File: src/rtl/cyl_dma_engine.sv
module cyl_dma_engine #(
  parameter int SURFACES            = 3,
  parameter int SECTORS_PER_CLUSTER = 2,
  parameter int SECTOR_BYTES        = 1024,
  parameter int ADDR_W              = 32,
  parameter int REG_W               = 32
) (
  input  logic              clk,
  input  logic              rst_n,
  input  logic              reg_wr,
  input  logic [1:0]        reg_addr,
  input  logic [REG_W-1:0]  reg_wdata,
  output logic [REG_W-1:0]  reg_rdata,
  input  logic              disk_valid,
  input  logic [7:0]        disk_data,
  output logic              disk_ready,
  output logic              bus_req,
  input  logic              bus_gnt,
  output logic              mem_we,
  output logic [ADDR_W-1:0] mem_addr,
  output logic [7:0]        mem_wdata,
  output logic              irq
);
  localparam int XFER_BYTES = SURFACES * SECTORS_PER_CLUSTER * SECTOR_BYTES;
  localparam int CNT_W      = $clog2(XFER_BYTES + 1);
  localparam logic [1:0] OFS_ADDR = 2'd0, OFS_CMD = 2'd1, OFS_STAT = 2'd2;

  typedef enum logic [1:0] {S_IDLE, S_REQ, S_XFER} state_t;

  state_t             state;
  logic [ADDR_W-1:0]  addr_q;
  logic [CNT_W-1:0]   count;
  logic               done;
  logic               busy;
  logic               beat;
  logic               last_byte;
  logic               start_ok;
  logic [REG_W-1:0]   status;

  assign busy       = (state != S_IDLE);
  assign bus_req    = busy;
  assign disk_ready = (state == S_XFER) && bus_gnt;
  assign beat       = disk_ready && disk_valid;
  assign mem_we     = beat;
  assign mem_addr   = addr_q;
  assign mem_wdata  = disk_data;
  assign last_byte  = beat && (count == CNT_W'(XFER_BYTES - 1));
  assign start_ok   = reg_wr && (reg_addr == OFS_CMD) && reg_wdata[0] && !reg_wdata[1]
                      && (state == S_IDLE);
  assign status     = {{(REG_W-CNT_W-2){1'b0}}, count, done, busy};

  always_comb begin
    case (reg_addr)
      OFS_ADDR: reg_rdata = REG_W'(addr_q);
      OFS_STAT: reg_rdata = status;
      default:  reg_rdata = '0;
    endcase
  end

  always_ff @(posedge clk or negedge rst_n) begin
    if (!rst_n) begin
      state  <= S_IDLE;
      addr_q <= '0;
      count  <= '0;
      done   <= 1'b0;
      irq    <= 1'b0;
    end else begin
      irq <= 1'b0;
      case (state)
        S_IDLE: begin
          if (start_ok) begin
            state <= S_REQ;
            done  <= 1'b0;
            count <= '0;
          end else if (reg_wr && reg_addr == OFS_ADDR) begin
            addr_q <= ADDR_W'(reg_wdata);
          end
        end
        S_REQ: if (bus_gnt) state <= S_XFER;
        S_XFER: begin
          if (beat) begin
            addr_q <= addr_q + ADDR_W'(1);
            count  <= count + CNT_W'(1);
          end
          if (last_byte) begin
            state <= S_IDLE;
            done  <= 1'b1;
            irq   <= 1'b1;
          end
        end
        default: state <= S_IDLE;
      endcase
    end
  end

  a_r4_write_needs_grant: assert property (@(posedge clk) disable iff (!rst_n)
    mem_we |-> (bus_gnt && bus_req));
  a_r5_addr_step: assert property (@(posedge clk) disable iff (!rst_n)
    mem_we |=> (addr_q == $past(addr_q) + ADDR_W'(1)));
  a_r5_stall_hold: assert property (@(posedge clk) disable iff (!rst_n)
    (busy && !mem_we) |=> (addr_q == $past(addr_q)));
  a_r6_count_bound: assert property (@(posedge clk) disable iff (!rst_n)
    count <= CNT_W'(XFER_BYTES));
  a_r7_release_on_done: assert property (@(posedge clk) disable iff (!rst_n)
    $fell(bus_req) |-> (irq && done));
  a_r8_irq_single: assert property (@(posedge clk) disable iff (!rst_n)
    irq |=> !irq);
  a_r8_irq_full_count: assert property (@(posedge clk) disable iff (!rst_n)
    irq |-> (!busy && count == CNT_W'(XFER_BYTES)));
endmodule

File: config.mk
export PLATFORM = sky130hd
export DESIGN_NAME = cyl_dma_engine
export DESIGN_NICKNAME = d
export VERILOG_FILES = /design/src/rtl/cyl_dma_engine.sv
export SDC_FILE = /design/constraint.sdc
export NUM_CORES = 1
export LEC_CHECK = 0
export CAP_MARGIN = 25
export CORE_MARGIN = 2
export CORE_UTILIZATION = 45
export DETAILED_ROUTE_END_ITERATION = 6
export PLACE_DENSITY = 0.8
export REMOVE_ABC_BUFFERS = 1
export SYNTH_ARGS = -nofsm -noshare
export SYNTH_HDL_FRONTEND = slang
export SYNTH_SLANG_ARGS = --single-unit
File: constraint.sdc
create_clock -name clk -period 2 [get_ports clk]
set_input_delay 0.2 -clock clk [delete_from_list [all_inputs] [get_ports clk]]
set_output_delay 0.2 -clock clk [all_outputs]
set_load 0.005 [all_outputs]
Word-level counts from Yosys, hierarchy flattened
Index checks and enable logic that the tools add are counted.
W data, S select, Z words.
- add/subtract/negate cells: 2
- equality and inequality tests: 11
- multiplexer cells: 17
- reduce and logical (&&, ||, !) cells: 17
- operators by type and width (operator ; number):
    $pmux W32 S2 ; 2
    $mux W32 ; 3
    $add A32 B1 Y32 const B ; 1
    $mux W13 ; 2
    $pmux W13 S2 ; 1
    $add A13 B1 Y13 const B ; 1
    $eq A13 B13 Y1 const B ; 1
    $ne A2 B2 Y1 const B ; 5
    $reduce_and A3 Y1 ; 3
    $logic_and A1 B1 Y1 ; 8
    $mux W2 ; 3
    $pmux W2 S3 ; 1
    $eq A2 B1 Y1 const B ; 2
    $eq A2 B2 Y1 const B ; 2
    $logic_not A2 Y1 ; 2
    $mux W1 ; 4
    $reduce_and A4 Y1 ; 1
    $reduce_bool A2 Y1 ; 2
    $ne A2 B1 Y1 const B ; 1
    $pmux W1 S2 ; 1
    $logic_not A1 Y1 ; 1
- register bits after elaboration: 49
- input bits: 47
- output and inout bits: 76
- logic and storage cells: 52

Logic depth before layout (Yosys ltp)
Gate-level depths: netlist of the first run.
- word-level depth: 7
- gate-level depth with buffers: 9
- depth with buffers taken out: 7

Worst setup path before layout of the first run
No wires, ideal clock.
- kind: register to register
- start point: register addr_q[0], in the netlist mem_addr[0]
- end point: register addr_q[8], in the netlist mem_addr[8]
- library setup time: 126 ps
- arrival time: 1693 ps
- data required time: 1874 ps
- setup slack: 181 ps
- cell stages (with the launch flop): 7
- path buffers: 0
- period minus slack after synthesis: 1819 ps
- cells stage by stage: dfrtp_1 -> ha_1 -> nand3_1 -> or3_1 -> or2_2 -> o22ai_1 -> a21oi_1
- longest elaborated chain between the ends: 3
- RTL lines (what ; line ; RTL):
    from (decl) ; 31 ; logic [ADDR_W-1:0] addr_q;
    from (signal assigned) ; 76 ; addr_q <= ADDR_W'(reg_wdata);
    from (signal assigned) ; 82 ; addr_q <= addr_q + ADDR_W'(1);
    $add A32 B1 Y32 ; 82 ;
    $mux W32 ; 81 ; if (beat) begin
    $pmux W32 S2 ; 69 ; case (state)
Every way passes these cells. The select of a mux whose other input is x is not followed.
A chain may end at the register's enable or synchronous reset.

Worst setup path in the final report of the first run
- start point: input port reg_addr[1]
- end point: output port reg_rdata[0]
- longest elaborated chain between the ends: 2
- elaborated cells between the ends (all ways): 3
- those cells by class: 1 x eq/ne; 1 x mux; 1 x reduce/logical
- RTL lines (what ; line ; RTL):
    from (decl) ; 11 ; input logic [1:0] reg_addr,
    $eq A2 B2 Y1 or $logic_not A2 Y1 (tied branches) ; 53 ; case (reg_addr)
    $pmux W32 S2 * ; 53 ;
    to (decl) ; 13 ; output logic [REG_W-1:0] reg_rdata,
Mark *: on every way between the ends. The rest lies on a longest branch, timed or not.

==> results of run 1 <==
[routing by layer]
| metal | GRT usage | part of all wire | vias to the layer above |
|---|---|---|---|
| li1 | - | - | 1648 |
| met1 | 0.347 | 0.44 | 1695 |
| met2 | 0.390 | 0.47 | 174 |
| met3 | 0.0536 | 0.072 | 20 |
| met4 | 0.0872 | 0.021 | 0 |
| met5 | 0 | 0 | - |
[path summary, 6_finish.rpt]
path | end | slack (ns) | cells past startpoint
hold reg to reg | done | 0.51 | 1
hold / removal | mem_addr[24] | 0.38 | 2
max in group asynchronous | mem_addr[1] | 1.06 | 3
setup / recovery | reg_rdata[0] | 0.06 | 5
setup reg to reg | mem_addr[10] | 0.08 | 6
min in group clk | mem_wdata[0] | 0.40 | 0
[cell usage after synthesis (3+ instances only)]
cell / instances
a21o_1: 5
buf_4: 11
inv_1: 9
o21ai_0: 22
and3_1: 7
nand2_1: 35
clkbuf_1: 14
dfrtp_1: 49
a211oi_1: 3
buf_2: 7
a2bb2oi_1: 9
o22ai_1: 9
nand3_1: 21
nor2_1: 41
or3_1: 4
mux2i_1: 19
a21oi_1: 32
o311ai_1: 8
nand4_1: 13
nor3_1: 3
xnor2_1: 6
xor2_1: 3
a31oi_1: 4
and2_1: 21
[what timing repair did]
item / 4_1_cts / 5_1_grt
buffers inserted: 0 / 3
endpoints found under the hold margin: 19 / 0
hold buffers: 1 / 0
setup endpoints to repair: 0 / 9
resized for setup: 0 / 2
[through the flow]
| stage | total power [mW] | setup TNS, ns | setup slack, ns | cells | utilization |
|---|---|---|---|---|---|
| 2_1_floorplan | 3.10 | -61.99 | -1.57 | 357 | - |
| 3_3_place_gp | 4.75 | 0 | 0.0865 | 596 | 0.646 |
| 3_5_place_dp | 4.84 | 0 | 0.0423 | 596 | 0.646 |
| 4_1_cts | 5.42 | 0 | 0.0418 | 605 | 0.659 |
| 5_1_grt | 5.86 | 0 | 0.00721 | 608 | 0.663 |
| 6_report | 5.50 | 0 | 0.0577 | 608 | 0.663 |
[registers in the layout (all words and copies together) (netlist names)]
| name | cells |
|---|---|
| done | 1 |
| count | 13 |
| irq | 1 |
| mem_addr | 32 |
| state | 2 |
[critical path: cells and delay by family]
| kind | cells | cell delay (ns) |
|---|---|---|
| buffers and inverters | 3 | 1.25 |
| AOI/OAI and AO/OA | 1 | 0.21 |
| and+or+nand+nor | 1 | 0.07 |
[cell type report]
class / count / area, um^2
fill: 583 / 2420
multi-input combinational: 298 / 1890
timing repair buffer: 144 / 1390
sequential: 49 / 1230
tap: 99 / 124
clock buffer: 8 / 80.1
inverter: 10 / 40.0
[power by group through the flow]
stage	Sequential [mW]	Clock (mW)	Combinational, mW
floorplan	1.80	0	1.29
global placement	1.77	0	2.98
detailed placement	1.79	0	3.05
CTS	1.77	0.585	3.07
global route	1.84	0.616	3.40
finish	1.78	0.585	3.14
[logic make-up after synthesis]
group,after synthesis
adders and majority gates,2
muxes,19
DFF,49
AOI/OAI and AO/OA,103
and+or+nand+nor,165
xor gates and xnor gates,9
buffers and inverters,43
==> results.json, run 1 <==
{
  "status": "finished clean",
  "synth_area_leaders": "dfrtp_1, mux2i_1, a21oi_1",
  "min_period_ns": 1.94,
  "hold_ws_ns": 0.382,
  "grt_pass1_wl_um": 16600,
  "grt_usage": 0.250,
  "final_common_cell": "clkdlybuf4s50_1",
  "critPathLaunch": "reg_addr[1]",
  "synth_mux_area_frac": 0.0573,
  "synth_seq_cells": 49,
  "h-tree-depth": 2,
  "maxCapViolCount": 0,
  "syn_area_um2": 3320,
  "final_nets": 557,
  "synth_top_area_share": 0.370,
  "path_cells": "clkdlybuf4s50_1 > buf_12 > nor2_1 > a211oi_1 > clkdlybuf4s50_1",
  "place.port_buffers": 106,
  "crit_required_ns": 1.80,
  "ant_nets": 0,
  "fin_skew_ns": 0.00814,
  "tightest_slew_ns": 0.514,
  "p_switching_mw": 2.25,
  "gp_congestion": 0.872,
  "synth_compound_area_frac": 0.197,
  "slowest_stage": "clkdlybuf4s50_1",
  "final_cell_mix": "clkdlybuf4s50_1, dfrtp_1, nor2_1",
  "critPathKind": "in -> out",
  "crit_top_cell": "clkdlybuf4s50_1",
  "critPathArrivalTime_ns": 1.74,
  "p_seq_frac": 0.323,
  "cts_buffers": 5,
  "fmax_mhz": 515,
  "clkLatencyLatePin_ns": 0.31,
  "synth_edf_count": 0,
  "num_rows": 31,
  "syn2layout_area_growth_pct": 43.5,
  "combPwrFrac": 0.571,
  "die_area_um2": 8070,
  "dpl.hpwl_um": 7540,
  "placed_area_um2": 4640,
  "grt_max_degree": 53,
  "start_util": 0.462,
  "cts_root_buffer": "clkbuf_8",
  "switching_share": 0.409,
  "path_clk_slew_ns": 0.09,
  "clk_path_buf_depth": 2,
  "start_kind": "input port",
  "p_leak_nw": 1.97,
  "p_per_area_nw_per_um2": 1160,
  "antenna_found_initial": 0,
  "die_width_um": 89.9,
  "drt_pass1_iterations": 4,
  "synth_top_family_by_area": "simple AND/OR/NAND/NOR gates",
  "finalSetupViolCount": 0,
  "hold_viol": 0,
  "synth-xor-area-share": 0.0238,
  "viasPerCell": 5.82,
  "die_h_um": 89.9,
  "wl_um": 10200,
  "grt_pass1_vias": 3402,
  "cts_tree": "built",
  "ys_async_sr_fraction": 1.00,
  "slowest_delay_ns": 0.54,
  "drcViolationCount": 0,
  "gr-total-overflow": 0,
  "layout-drive-gt1-share": 0.116,
  "max-vdd-ir-drop_mv": 0.625,
  "synth-adder-area-share": 0.00754,
  "diodes": 0,
  "path_max_fanout": 18,
  "synthSimpleGateAreaFrac": 0.280,
  "avgSynthCellArea_um2": 8.50,
  "synth.largest_area_cell": "dfrtp_1",
  "synth_ff_type": "dfrtp_1",
  "pwr-share-clk": 0.106,
  "hold_class": "in -> async",
  "syn_inst": 390,
  "grt_setup_unrepaired": "no",
  "routedWlPerCell_um": 16.9,
  "dr.first_iter.drc_count": 215,
  "final_max_slew_viol_count": 0,
  "ys_types": 50,
  "coreArea_um2": 7180,
  "cts.sinks": 49,
  "reg2reg_from": "mem_addr[0]",
  "synth_seq_area_share": 0.370,
  "period_share": 0.971,
  "fin_area_um2": 4760,
  "p_int_mw": 3.25,
  "boundaryPins": 123,
  "slew_headroom": 0.657,
  "synth_warnings": 0,
  "via_count": 3537,
  "cp-end-kind": "primary output"
}
No activity file was read; power rests on OpenSTA's default activity.
==> run 2, diff against run 1 <==
- CORE_MARGIN: 2 -> not set
==> run 2 against run 1 <==
Clock power is 4.4% lower; core utilization is 2.1 points higher; sequential cell count stayed put; global-route usage is 1.4 points higher; design area is 0.11% lower; sequential share of layout area hardly changed; first-iteration DRC count is 33% higher; sequential power hardly changed; combinational power is 3% lower; setup slack worse by 0.011 ns; count of clock-buffer cells in the layout is 3 lower.
==> results.json, run 2 (synthesis gave the netlist of run 1 again) <==
{
  "dpl.hpwl_um": 7480,
  "final_nets": 555,
  "layout.cells.non_filler": 601,
  "tightest_slew_ns": 0.506,
  "cts_root_buffer": "clkbuf_8",
  "period_share": 0.976,
  "post-place-ws_ns": 0.0440,
  "max-vdd-ir-drop_mv": 0.568,
  "gr-total-overflow": 0,
  "antenna_found_initial": 0,
  "final_cell_mix": "clkdlybuf4s50_1, dfrtp_1, nor2_1",
  "finalWorstSetupSlack_ns": 0.0471,
  "largest_register_ffs": 32,
  "dr.first_iter.drc_count": 287,
  "via_count": 3530,
  "h-tree-depth": 2,
  "start_kind": "input port",
  "layout-drive-gt1-share": 0.113,
  "clkLatencyLatePin_ns": 0.30,
  "drt_pass1_iterations": 5,
  "die_area_um2": 7720,
  "place.port_buffers": 106,
  "grt_usage": 0.265,
  "r2r_setup_slack_ns": 0.12,
  "grt_pass1_wl_um": 16000,
  "p_leak_nw": 1.97,
  "critPathKind": "in -> out",
  "cts_tree": "built",
  "path_clk_slew_ns": 0.09,
  "finalSetupViolCount": 0,
  "maxCapViolCount": 0,
  "num_rows": 30,
  "syn2layout_area_growth_pct": 43.3,
  "cts.sinks": 49,
  "fmax_mhz": 512,
  "grt_pass1_vias": 3222,
  "grt_setup_unrepaired": "no",
  "met2_wirelength_um": 4790,
  "hold_viol": 0,
  "status": "finished clean",
  "final_max_slew_viol_count": 0,
  "critPathArrivalTime_ns": 1.75,
  "die_h_um": 87.9,
  "slew_headroom": 0.663,
  "nFillCells": 555,
  "drcViolationCount": 0,
  "coreArea_um2": 6940,
  "boundaryPins": 123,
  "gp_congestion": 0.877,
  "start_util": 0.478,
  "grt_max_degree": 53,
  "ant_nets": 0,
  "path_max_fanout": 20,
  "clk_path_buf_depth": 2,
  "dp.cells": 593,
  "viasPerCell": 5.87,
  "die_width_um": 87.9,
  "min_period_ns": 1.95,
  "hold_class": "in -> async",
  "rr_worst_depth": 6,
  "wl_met3_um": 731,
  "power_mw": 5.42,
  "crit_required_ns": 1.80,
  "cts_buffers": 5,
  "p_per_area_nw_per_um2": 1140,
  "topRoutingLayerUsed": "met4",
  "diodes": 0,
  "final_common_cell": "clkdlybuf4s50_1",
  "wl_um": 10200,
  "cp-end-kind": "primary output",
  "rr_endpoint": "mem_addr[10]",
  "fin_skew_ns": 0.00739,
  "routedWlPerCell_um": 17.0,
  "drt-met1-wl_um": 4570,
  "reg2reg_from": "mem_addr[0]"
}
==> run 2: area by class of cell <==
cell class                      instances  area, um^2  area share
Multi-Input combinational cell        298        1880       0.396
Timing Repair Buffer                  142        1410       0.296
Sequential cell                        49        1230       0.258
Tap cell                               96         120      0.0253
Clock buffer                            5        68.8      0.0145
Inverter                               10        42.5     0.00895
Clock inverter                          1        5.00     0.00105
==> run 2: worst max-delay path, cell delays in order <==
cell	delay, ns
clkdlybuf4s50_1	0.47
nor2_1	0.24
buf_12	0.18
and2_1	0.13
clkdlybuf4s50_1	0.52
==> run 2: what timing repair did <==
action	4_1_cts	5_1_grt
setup endpoints to repair	0	5
endpoints found under the hold margin	19	0
resized for setup	0	2
hold buffers	1	0
setup buffers	0	1
==> run 2: worst max path at each step <==
stage               endpoint  cells after the start   startpoint
2_1_floorplan   mem_addr[26]                      7     state[0]
3_5_place_dp   reg_rdata[29]                      5  reg_addr[1]
3_3_place_gp   reg_rdata[15]                      5  reg_addr[1]
6_report       reg_rdata[29]                      5  reg_addr[1]
4_1_cts        reg_rdata[29]                      5  reg_addr[1]
5_1_grt        reg_rdata[29]                      5  reg_addr[1]
==> run 2: where the power goes <==
| group | internal [mW] | switching (mW) | leakage, nW |
|---|---|---|---|
| Combinational | 1.64 | 1.42 | 1.34 |
| Sequential | 1.33 | 0.464 | 0.595 |
| Clock | 0.231 | 0.328 | 0.0399 |
| Total | 3.21 | 2.21 | 1.97 |
==> run 2: through the flow <==
| step | hold WS (ns) | util | setup TNS (ns) | instance area [um^2] |
|---|---|---|---|---|
| floorplan | -0.0956 | - | -61.99 | 3140 |
| global placement | 0.180 | 0.671 | 0 | 4660 |
| detailed placement | 0.180 | 0.671 | 0 | 4660 |
| CTS | 0.391 | 0.683 | 0 | 4740 |
| global route | 0.400 | 0.685 | 0 | 4750 |
| finish | 0.381 | 0.685 | 0 | 4750 |
==> run 2: routing by layer <==
layer	vias to the layer above	global-route usage
met2	172	0.435
met4	0	0.0537
met1	1710	0.369
li1	1634	-
met5	-	0
met3	14	0.0452
